## config.mk

```make
export PLATFORM = sky130hd
export DESIGN_NAME = autotrig_hit_unit
export DESIGN_NICKNAME = d
export VERILOG_FILES = /design/src/rtl/hit_pkg.sv /design/src/rtl/hit_baseline.sv /design/src/rtl/hit_finder.sv /design/src/rtl/hit_fifo.sv /design/src/rtl/autotrig_hit_unit.sv
export SDC_FILE = /design/constraint.sdc
export NUM_CORES = 2
export LEC_CHECK = 0
export BUFFER_PORTS_ARGS = -buffer_cell sky130_fd_sc_hd__buf_4
export CORE_MARGIN = 1
export CORE_UTILIZATION = 60
export CTS_BUF_LIST = sky130_fd_sc_hd__clkbuf_2
export CTS_CLUSTER_SIZE = 20
export DETAILED_ROUTE_END_ITERATION = 8
export GPL_TIMING_DRIVEN = 0
export PLACE_DENSITY_LB_ADDON = 0.1
export SLEW_MARGIN = 10
export SYNTH_ARGS = -nofsm -noshare
export SYNTH_HDL_FRONTEND = slang
export SYNTH_SLANG_ARGS = --single-unit
```

## constraint.sdc

```tcl
create_clock -name clk -period 30 [get_ports clk]
set_input_delay 4.5 -clock clk [delete_from_list [all_inputs] [get_ports clk]]
set_output_delay 4.5 -clock clk [all_outputs]
set_load 0.05 [all_outputs]
```

## src/rtl/hit_pkg.sv

```systemverilog
package hit_pkg;

    localparam int SMP_W    = 10;
    localparam int COARSE_W = 32;
    localparam int FINE_W   = 3;

    typedef enum logic {
        DET_EDGE = 1'b0,
        DET_PEAK = 1'b1
    } det_mode_e;

    typedef enum logic [1:0] {
        ST_IDLE = 2'd0,
        ST_HIT  = 2'd1,
        ST_DEAD = 2'd2
    } hit_state_e;

    typedef struct packed {
        det_mode_e             mode;
        logic [SMP_W-1:0]      amp;
        logic [COARSE_W-1:0]   coarse;
        logic [FINE_W-1:0]     fine;
    } hit_rec_t;

    localparam int REC_W = $bits(hit_rec_t);

    // floor(2^FINE_W * num / den) for num < den, by restoring division
    function automatic logic [FINE_W-1:0] frac_div(input logic [SMP_W:0] num,
                                                   input logic [SMP_W:0] den);
        logic [SMP_W+1:0]  rem;
        logic [FINE_W-1:0] q;
        rem = {1'b0, num};
        q   = '0;
        for (int i = FINE_W - 1; i >= 0; i--) begin
            rem = rem << 1;
            if (rem >= {1'b0, den}) begin
                rem  = rem - {1'b0, den};
                q[i] = 1'b1;
            end
        end
        return q;
    endfunction

endpackage

```

## src/rtl/hit_baseline.sv

```systemverilog
module hit_baseline import hit_pkg::*; #(
    parameter int SHIFT_W     = 4,
    parameter int SHIFT_LIMIT = 8
) (
    input  logic               clk,
    input  logic               rst,
    input  logic               load,
    input  logic               upd,
    input  logic [SMP_W-1:0]   sample,
    input  logic [SHIFT_W-1:0] shift,
    output logic [SMP_W-1:0]   bl
);
    localparam int ACC_W = SMP_W + SHIFT_LIMIT;

    logic [ACC_W-1:0]   acc;
    logic [ACC_W:0]     acc_nxt;
    logic [SHIFT_W-1:0] sh;

    assign sh      = (shift > SHIFT_W'(SHIFT_LIMIT)) ? SHIFT_W'(SHIFT_LIMIT) : shift;
    assign bl      = SMP_W'(acc >> sh);
    assign acc_nxt = {1'b0, acc} + (ACC_W+1)'(sample) - (ACC_W+1)'(bl);

    always_ff @(posedge clk) begin
        if (rst)       acc <= '0;
        else if (load) acc <= ACC_W'(sample) << sh;
        else if (upd)  acc <= ACC_W'(acc_nxt);
    end

    // no load or update means the baseline holds (unless its scale changed)
    a_r2_frozen: assert property (@(posedge clk) disable iff (rst)
        (!load && !upd) |=> (!$stable(shift) || $stable(bl)));

endmodule

```

## src/rtl/hit_finder.sv

```systemverilog
module hit_finder import hit_pkg::*; #(
    parameter int DEAD_W = 8
) (
    input  logic                clk,
    input  logic                rst,
    input  logic                step,
    input  logic [SMP_W-1:0]    d,
    input  logic [SMP_W-1:0]    thr,
    input  logic [DEAD_W-1:0]   dead_len,
    input  det_mode_e           mode_sel,
    input  logic [COARSE_W-1:0] idx,
    output logic                push,
    output hit_rec_t            rec,
    output logic                bl_upd
);
    hit_state_e          st;
    logic [SMP_W-1:0]    prev_d;
    logic [SMP_W-1:0]    pk;
    logic [DEAD_W-1:0]   dcnt;
    logic [COARSE_W-1:0] tc;
    logic [FINE_W-1:0]   tf;
    det_mode_e           mode_l;

    logic                trig;
    logic                on_thr;
    logic [COARSE_W-1:0] open_coarse;
    logic [FINE_W-1:0]   open_fine;

    always_comb begin
        trig   = (st == ST_IDLE) && (d >= thr) && (prev_d < thr);
        on_thr = (d == thr);
        if (mode_sel == DET_PEAK || on_thr) begin
            open_coarse = idx;
            open_fine   = '0;
        end else begin
            open_coarse = idx - COARSE_W'(1);
            open_fine   = frac_div({1'b0, thr} - {1'b0, prev_d},
                                   {1'b0, d}   - {1'b0, prev_d});
        end
    end

    assign bl_upd = step && (st == ST_IDLE) && !trig;
    assign push   = step && (st == ST_HIT) && (d < thr);
    assign rec    = '{mode: mode_l, amp: pk, coarse: tc, fine: tf};

    always_ff @(posedge clk) begin
        if (rst) begin
            st     <= ST_IDLE;
            prev_d <= '0;
            pk     <= '0;
            dcnt   <= '0;
            tc     <= '0;
            tf     <= '0;
            mode_l <= DET_EDGE;
        end else if (step) begin
            prev_d <= d;
            unique case (st)
                ST_IDLE: if (trig) begin
                    st     <= ST_HIT;
                    pk     <= d;
                    tc     <= open_coarse;
                    tf     <= open_fine;
                    mode_l <= mode_sel;
                end
                ST_HIT: begin
                    if (d < thr) begin
                        if (dead_len == '0) st <= ST_IDLE;
                        else begin
                            st   <= ST_DEAD;
                            dcnt <= dead_len;
                        end
                    end else if (d > pk) begin
                        pk <= d;
                        if (mode_l == DET_PEAK) tc <= idx;
                    end
                end
                ST_DEAD: begin
                    dcnt <= dcnt - DEAD_W'(1);
                    if (dcnt == DEAD_W'(1)) st <= ST_IDLE;
                end
                default: st <= ST_IDLE;
            endcase
        end
    end

    // a closed hit always reached the threshold
    a_r3_amp_reaches_thr: assert property (@(posedge clk) disable iff (rst)
        push |-> (rec.amp >= thr));
    // peak timing carries no fraction
    a_r7_peak_fine_zero: assert property (@(posedge clk) disable iff (rst)
        (push && rec.mode == DET_PEAK) |-> (rec.fine == '0));
    // the interpolated crossing lies before the closing sample
    a_r6_edge_before_close: assert property (@(posedge clk) disable iff (rst)
        (push && rec.mode == DET_EDGE) |-> (rec.coarse < idx));
    // a dead window with one sample left returns to idle
    a_r9_dead_exit: assert property (@(posedge clk) disable iff (rst)
        (step && st == ST_DEAD && dcnt == DEAD_W'(1)) |=> (st == ST_IDLE));

endmodule

```

## src/rtl/hit_fifo.sv

```systemverilog
module hit_fifo import hit_pkg::*; #(
    parameter int DEPTH = 16
) (
    input  logic     clk,
    input  logic     rst,
    input  logic     push,
    input  hit_rec_t din,
    output logic     full,
    output logic     out_valid,
    input  logic     out_ready,
    output hit_rec_t dout
);
    localparam int AW = (DEPTH > 1) ? $clog2(DEPTH) : 1;

    logic [AW-1:0] wr_ptr, rd_ptr;
    logic [AW:0]   count;
    logic          wr_en, rd_en;
    hit_rec_t      slots [DEPTH];

    assign full      = (count == (AW+1)'(DEPTH));
    assign out_valid = (count != '0);
    assign wr_en     = push && !full;
    assign rd_en     = out_valid && out_ready;
    assign dout      = slots[rd_ptr];

    for (genvar g = 0; g < DEPTH; g++) begin : g_slot
        hit_rec_t slot_q;
        always_ff @(posedge clk) begin
            if (rst)                                slot_q <= '0;
            else if (wr_en && wr_ptr == AW'(g))     slot_q <= din;
        end
        assign slots[g] = slot_q;
    end

    always_ff @(posedge clk) begin
        if (rst) begin
            wr_ptr <= '0;
            rd_ptr <= '0;
            count  <= '0;
        end else begin
            if (wr_en) wr_ptr <= (wr_ptr == AW'(DEPTH - 1)) ? '0 : wr_ptr + AW'(1);
            if (rd_en) rd_ptr <= (rd_ptr == AW'(DEPTH - 1)) ? '0 : rd_ptr + AW'(1);
            count <= count + (AW+1)'(wr_en) - (AW+1)'(rd_en);
        end
    end

    // an offered record is held until taken
    a_r11_hold: assert property (@(posedge clk) disable iff (rst)
        (out_valid && !out_ready) |=> (out_valid && $stable(dout)));

endmodule

```

## src/rtl/autotrig_hit_unit.sv

```systemverilog
module autotrig_hit_unit import hit_pkg::*; #(
    parameter int FIFO_DEPTH  = 16,
    parameter int DROP_W      = 8,
    parameter int SHIFT_W     = 4,
    parameter int SHIFT_LIMIT = 8,
    parameter int DEAD_W      = 8
) (
    input  logic               clk,
    input  logic               rst,
    input  logic               smp_valid,
    input  logic [SMP_W-1:0]   smp_data,
    input  logic [SMP_W-1:0]   thr,
    input  logic [SHIFT_W-1:0] bl_shift,
    input  logic [DEAD_W-1:0]  dead_len,
    input  logic               det_mode,
    output logic               rec_valid,
    input  logic               rec_ready,
    output logic [REC_W-1:0]   rec_data,
    output logic [DROP_W-1:0]  drop_count
);
    logic                primed;
    logic [COARSE_W-1:0] smp_idx;
    logic [SMP_W-1:0]    bl;
    logic [SMP_W-1:0]    excess;
    logic                seed, step, bl_upd, hit_push, fifo_full, lost;
    hit_rec_t            hit_rec, head_rec;

    assign seed   = smp_valid && !primed;
    assign step   = smp_valid && primed;
    assign excess = (smp_data > bl) ? smp_data - bl : '0;
    assign lost   = hit_push && fifo_full;

    always_ff @(posedge clk) begin
        if (rst) begin
            primed  <= 1'b0;
            smp_idx <= '0;
        end else if (smp_valid) begin
            primed  <= 1'b1;
            smp_idx <= smp_idx + COARSE_W'(1);
        end
    end

    always_ff @(posedge clk) begin
        if (rst)                            drop_count <= '0;
        else if (lost && drop_count != '1)  drop_count <= drop_count + DROP_W'(1);
    end

    hit_baseline #(.SHIFT_W(SHIFT_W), .SHIFT_LIMIT(SHIFT_LIMIT)) u_base (
        .clk    (clk),
        .rst    (rst),
        .load   (seed),
        .upd    (bl_upd),
        .sample (smp_data),
        .shift  (bl_shift),
        .bl     (bl)
    );

    hit_finder #(.DEAD_W(DEAD_W)) u_find (
        .clk      (clk),
        .rst      (rst),
        .step     (step),
        .d        (excess),
        .thr      (thr),
        .dead_len (dead_len),
        .mode_sel (det_mode_e'(det_mode)),
        .idx      (smp_idx),
        .push     (hit_push),
        .rec      (hit_rec),
        .bl_upd   (bl_upd)
    );

    hit_fifo #(.DEPTH(FIFO_DEPTH)) u_fifo (
        .clk       (clk),
        .rst       (rst),
        .push      (hit_push),
        .din       (hit_rec),
        .full      (fifo_full),
        .out_valid (rec_valid),
        .out_ready (rec_ready),
        .dout      (head_rec)
    );

    assign rec_data = head_rec;

    // saturated counter stays saturated
    a_r12_saturate: assert property (@(posedge clk) disable iff (rst)
        (drop_count == '1) |=> (drop_count == '1));
    // the loss counter never goes down
    a_r12_monotonic: assert property (@(posedge clk) disable iff (rst)
        1'b1 |=> (drop_count >= $past(drop_count)));

endmodule

```

==> impl_metrics.py <==
metrics = {
    "run_status": {
        "run_status": "finished, final reports clean",
    },
    "detailed_routing": {
        "wl_mm": 147.3,
        "residual_antenna_violating_net_count_after_detailed_routing": 0,
        "wl_per_cell_um": 22.76,
        "drt_first_pass_iters": 6,
        "dr_total_vias": 39820,
        "avgViaCountPerCell": 6.152,
        "drc": 0,
        "dr.first_iter.drc_count": 4676,
    },
    "synthesis": {
        "synth-edff-count": 0,
        "synth_ff_type": "sky130_fd_sc_hd__dfxtp_1",
        "yosys-top-cells-area": "sky130_fd_sc_hd__dfxtp_1 (41%), sky130_fd_sc_hd__nand2_1 (14%), sky130_fd_sc_hd__mux4_2 (12%)",
        "ranking_of_synthesized_cells_by_instance_count": "sky130_fd_sc_hd__nand2_1 (1590), sky130_fd_sc_hd__dfxtp_1 (874), sky130_fd_sc_hd__a21oi_1 (845), sky130_fd_sc_hd__clkbuf_1 (264), sky130_fd_sc_hd__mux4_2 (238)",
        "synth.yosys.warnings": 0,
        "yosysUniqueCellTypes": 76,
        "synthCells": 5070,
        "netlist.top_cell.by_area": "sky130_fd_sc_hd__dfxtp_1",
        "synth_nets": 5239,
        "synth_largest_type_area_fraction_pct": 40.78,
        "synthesis.area_per_instance_um2": 8.462,
        "postSynthRegisterBits": 874,
        "most_instantiated_library_cell_after_synthesis": "sky130_fd_sc_hd__nand2_1",
        "asyncSetResetFlopFracSynth_pct": 0,
        "synthesis.area_mm2": 0.04290,
        "ys_seq_area_share_pct": 40.78,
    },
    "critical_path": {
        "reg2regPathDepth": 47,
        "critPathLaunch": "bl_shift[0]",
        "worst_ep_required_time_ns": 31.44,
        "max_stage_delay_ns": 0.61,
        "crit_path_top_delay_cell": "sky130_fd_sc_hd__or4b_2",
        "crit_path_start_kind": "primary input",
        "critical_path.most_common_cell": "sky130_fd_sc_hd__a21oi_1",
        "r2r-start": "u_base.acc[13]$_SDFFE_PP0P_",
        "arrival_ns": 16.83,
        "critical_path_peak_fanout": 10,
        "critical_path_class": "primary input to register",
        "endpoint_kind": "register",
        "timing.rr.end": "u_find.tf[0]$_SDFFE_PP0P_",
        "r2r_setup_slack_ns": 18.47,
    },
    "global_routing": {
        "grt_start_max_net_pins": 17,
        "grt_pass1_wl_mm": 221.3,
        "vias_in_the_first_global_route": 37120,
        "grt_antenna_before_repair": 7,
        "grt_usage_pct": 39.95,
        "gr-total-overflow": 0,
    },
    "placed_design": {
        "placement.io_buffers": 88,
        "post_dp_hpwl_mm": 104.7,
        "detailedPlace.worstSlack_ns": 13.37,
        "gp_congestion": 0.9403,
    },
    "flow_run": {
        "drv.max_cap_violation_count": 0,
    },
    "final_layout": {
        "layout-drive-gt1-share_pct": 15.43,
        "nFillCells": 6143,
        "final_nets": 5548,
        "sequential_cell_area_mm2": 0.01750,
        "multi_input_comb_area_mm2": 0.02297,
        "finalCoreUtilization_pct": 66.18,
        "flow.area_growth_from_synthesis_pct": 8.580,
    },
    "floorplanning": {
        "die_area_mm2": 0.07258,
        "core.rowCount": 97,
        "initial_core_util_pct": 60.95,
        "chipWidth_um": 269.4,
        "die_height_um": 269.4,
        "ioPinCount": 92,
        "fp.coreArea_mm2": 0.07039,
    },
    "clocking": {
        "max-clock-path-buffers": 3,
        "cts_num_sinks": 874,
        "tritoncts": "done",
        "htree_num_levels": 4,
        "insertion_delay_ns": 1.54,
        "holdBufCountCts": 0,
        "post_cts_resized": 0,
        "clk_root_buffer_cell": "sky130_fd_sc_hd__clkbuf_2",
        "clk_pin_slew_worst_paths_ns": 0.14,
        "post_cts_buffers": 0,
        "cts_inserted_buffers": 218,
    },
    "sta": {
        "report.final.hold_viol_count": 0,
        "actual_transition_at_the_worst_max_transition_pin_ns": 1.362,
        "timing.final.max_slew_violations": 0,
        "fmax_mhz": 64.95,
        "finalSetupTns_ns": 0,
        "clock_skew_ns": 0.1216,
        "grt_setup_unrepaired": "no",
        "post-route-min-period_ns": 15.40,
        "setup_viol": 0,
        "worst_slack_ns": 14.60,
        "layout_worst_path_cycle_share_pct": 51.32,
        "timing.slew.headroom_pct": 9.214,
    },
    "worst_hold_path": {
        "hold-path-cell-count": 2,
        "min_path_type": "register to register",
        "hold_start": "u_fifo.g_slot[2].slot_q[28]$_SDFFE_PP0P_",
        "hold_endpoint": "u_fifo.g_slot[2].slot_q[28]$_SDFFE_PP0P_",
    },
    "power": {
        "fin_total_pwr_mw": 4.061,
        "cellLeakagePower_nw": 16.51,
        "pwr_density_cell_mw_per_mm2": 87.16,
        "ir_worst_vdd_mv": 0.1950,
    },
}
[report_power, final]
part | internal [mW] | leakage (nW) | switching (mW) | total, mW
Combinational | 0.888 | 8.07 | 1.19 | 2.08
Clock | 0.277 | 1.39 | 0.505 | 0.782
Sequential | 1.18 | 7.04 | 0.0206 | 1.20
Total | 2.34 | 16.5 | 1.72 | 4.06
[how the worst max path moves through the flow]
stage,endpoint,depth (start not counted)
after floorplan,u_find.tf[0]$_SDFFE_PP0P_,51
after global placement,u_find.tf[0]$_SDFFE_PP0P_,53
after detailed placement,u_find.tf[0]$_SDFFE_PP0P_,53
after CTS,u_find.tf[0]$_SDFFE_PP0P_,53
after global routing,u_find.tf[0]$_SDFFE_PP0P_,53
final,u_find.tf[0]$_SDFFE_PP0P_,51
[sequential cells by signal (all words and copies together), names as in the netlist, 5 cells and up]
signal and flops:
u_find.tc 32, u_fifo.g_slot.slot_q 736, u_fifo.count 5, drop_count 8
smp_idx 32, u_base.acc 18, u_find.pk 10, u_find.dcnt 8
u_find.prev_d 10
[through the flow]
step / area (um^2) / hold WS [ns] / cells
after global placement: 44740 / 0.4350 / 6098
after CTS: 46540 / 0.4540 / 6461
final: 46580 / 0.4532 / 6473
after floorplan: 42900 / 0.4286 / 5070
after detailed placement: 44740 / 0.4415 / 6098
after global routing: 46570 / 0.4679 / 6466
[cell usage in the layout, fill, tap and decap left out, types with 18 or more instances in the layout]
master,netlist,routed
sky130_fd_sc_hd__nand2_1,1590,1590
sky130_fd_sc_hd__dfxtp_1,874,874
sky130_fd_sc_hd__a21oi_1,845,845
sky130_fd_sc_hd__clkbuf_2,0,310
sky130_fd_sc_hd__clkbuf_1,264,264
sky130_fd_sc_hd__mux4_2,238,238
sky130_fd_sc_hd__nor2_1,201,201
sky130_fd_sc_hd__buf_4,39,127
sky130_fd_sc_hd__ha_1,117,117
sky130_fd_sc_hd__buf_2,110,111
sky130_fd_sc_hd__inv_1,105,105
sky130_fd_sc_hd__xnor2_1,64,64
sky130_fd_sc_hd__mux2i_1,62,62
sky130_fd_sc_hd__o21ai_0,59,59
sky130_fd_sc_hd__xor2_1,55,55
sky130_fd_sc_hd__clkinv_1,2,39
sky130_fd_sc_hd__nand3_1,34,34
sky130_fd_sc_hd__and3_1,33,33
sky130_fd_sc_hd__nor3_1,32,32
sky130_fd_sc_hd__buf_1,32,30
sky130_fd_sc_hd__a21o_1,22,22
sky130_fd_sc_hd__nand4_1,21,21
sky130_fd_sc_hd__nor2b_1,19,19
sky130_fd_sc_hd__a211oi_1,18,18
[worst max-delay path: cells and delay by family]
kind,cells,cell delay (ns)
compound gates,27,6.14
buf+inv,5,1.65
fa+ha+maj,5,1.65
simple gates,12,2.11
mux,2,0.77
[metal layers]
metal  global-route usage, %  wire, um
met1                   53.71     58340
met2                   58.88     62850
met3                   11.02     18260
met4                   20.53      7591
met5                       0       270
[kinds of logic (layout without fill, tap and decap cells)]
kind of cell	count (synthesis)	after routing	synth area share (%)
AND/OR/NAND/NOR	2030	2030	19.57
XOR/XNOR	119	119	2.429
other	0	11	0
multiplexers	310	310	14.20
AO/OA/AOI/OAI	1046	1046	13.23
adder cells (fa/ha/maj)	132	132	4.112
flip-flops	874	874	40.78
buffers and inverters	559	1011	5.675
[area by class of cell]
class,count,share of cell area (%)
clock buffers,309,3.320
repair buffers,89,1.450
inverters,107,0.8622
flip-flops and latches,874,37.56
well taps,940,2.525
clock inverters,54,0.5425
multi-input cells,3637,49.31
plain buffers,452,4.370
diodes,11,0.05909
Note: power is estimated with default switching activity, not from simulation.
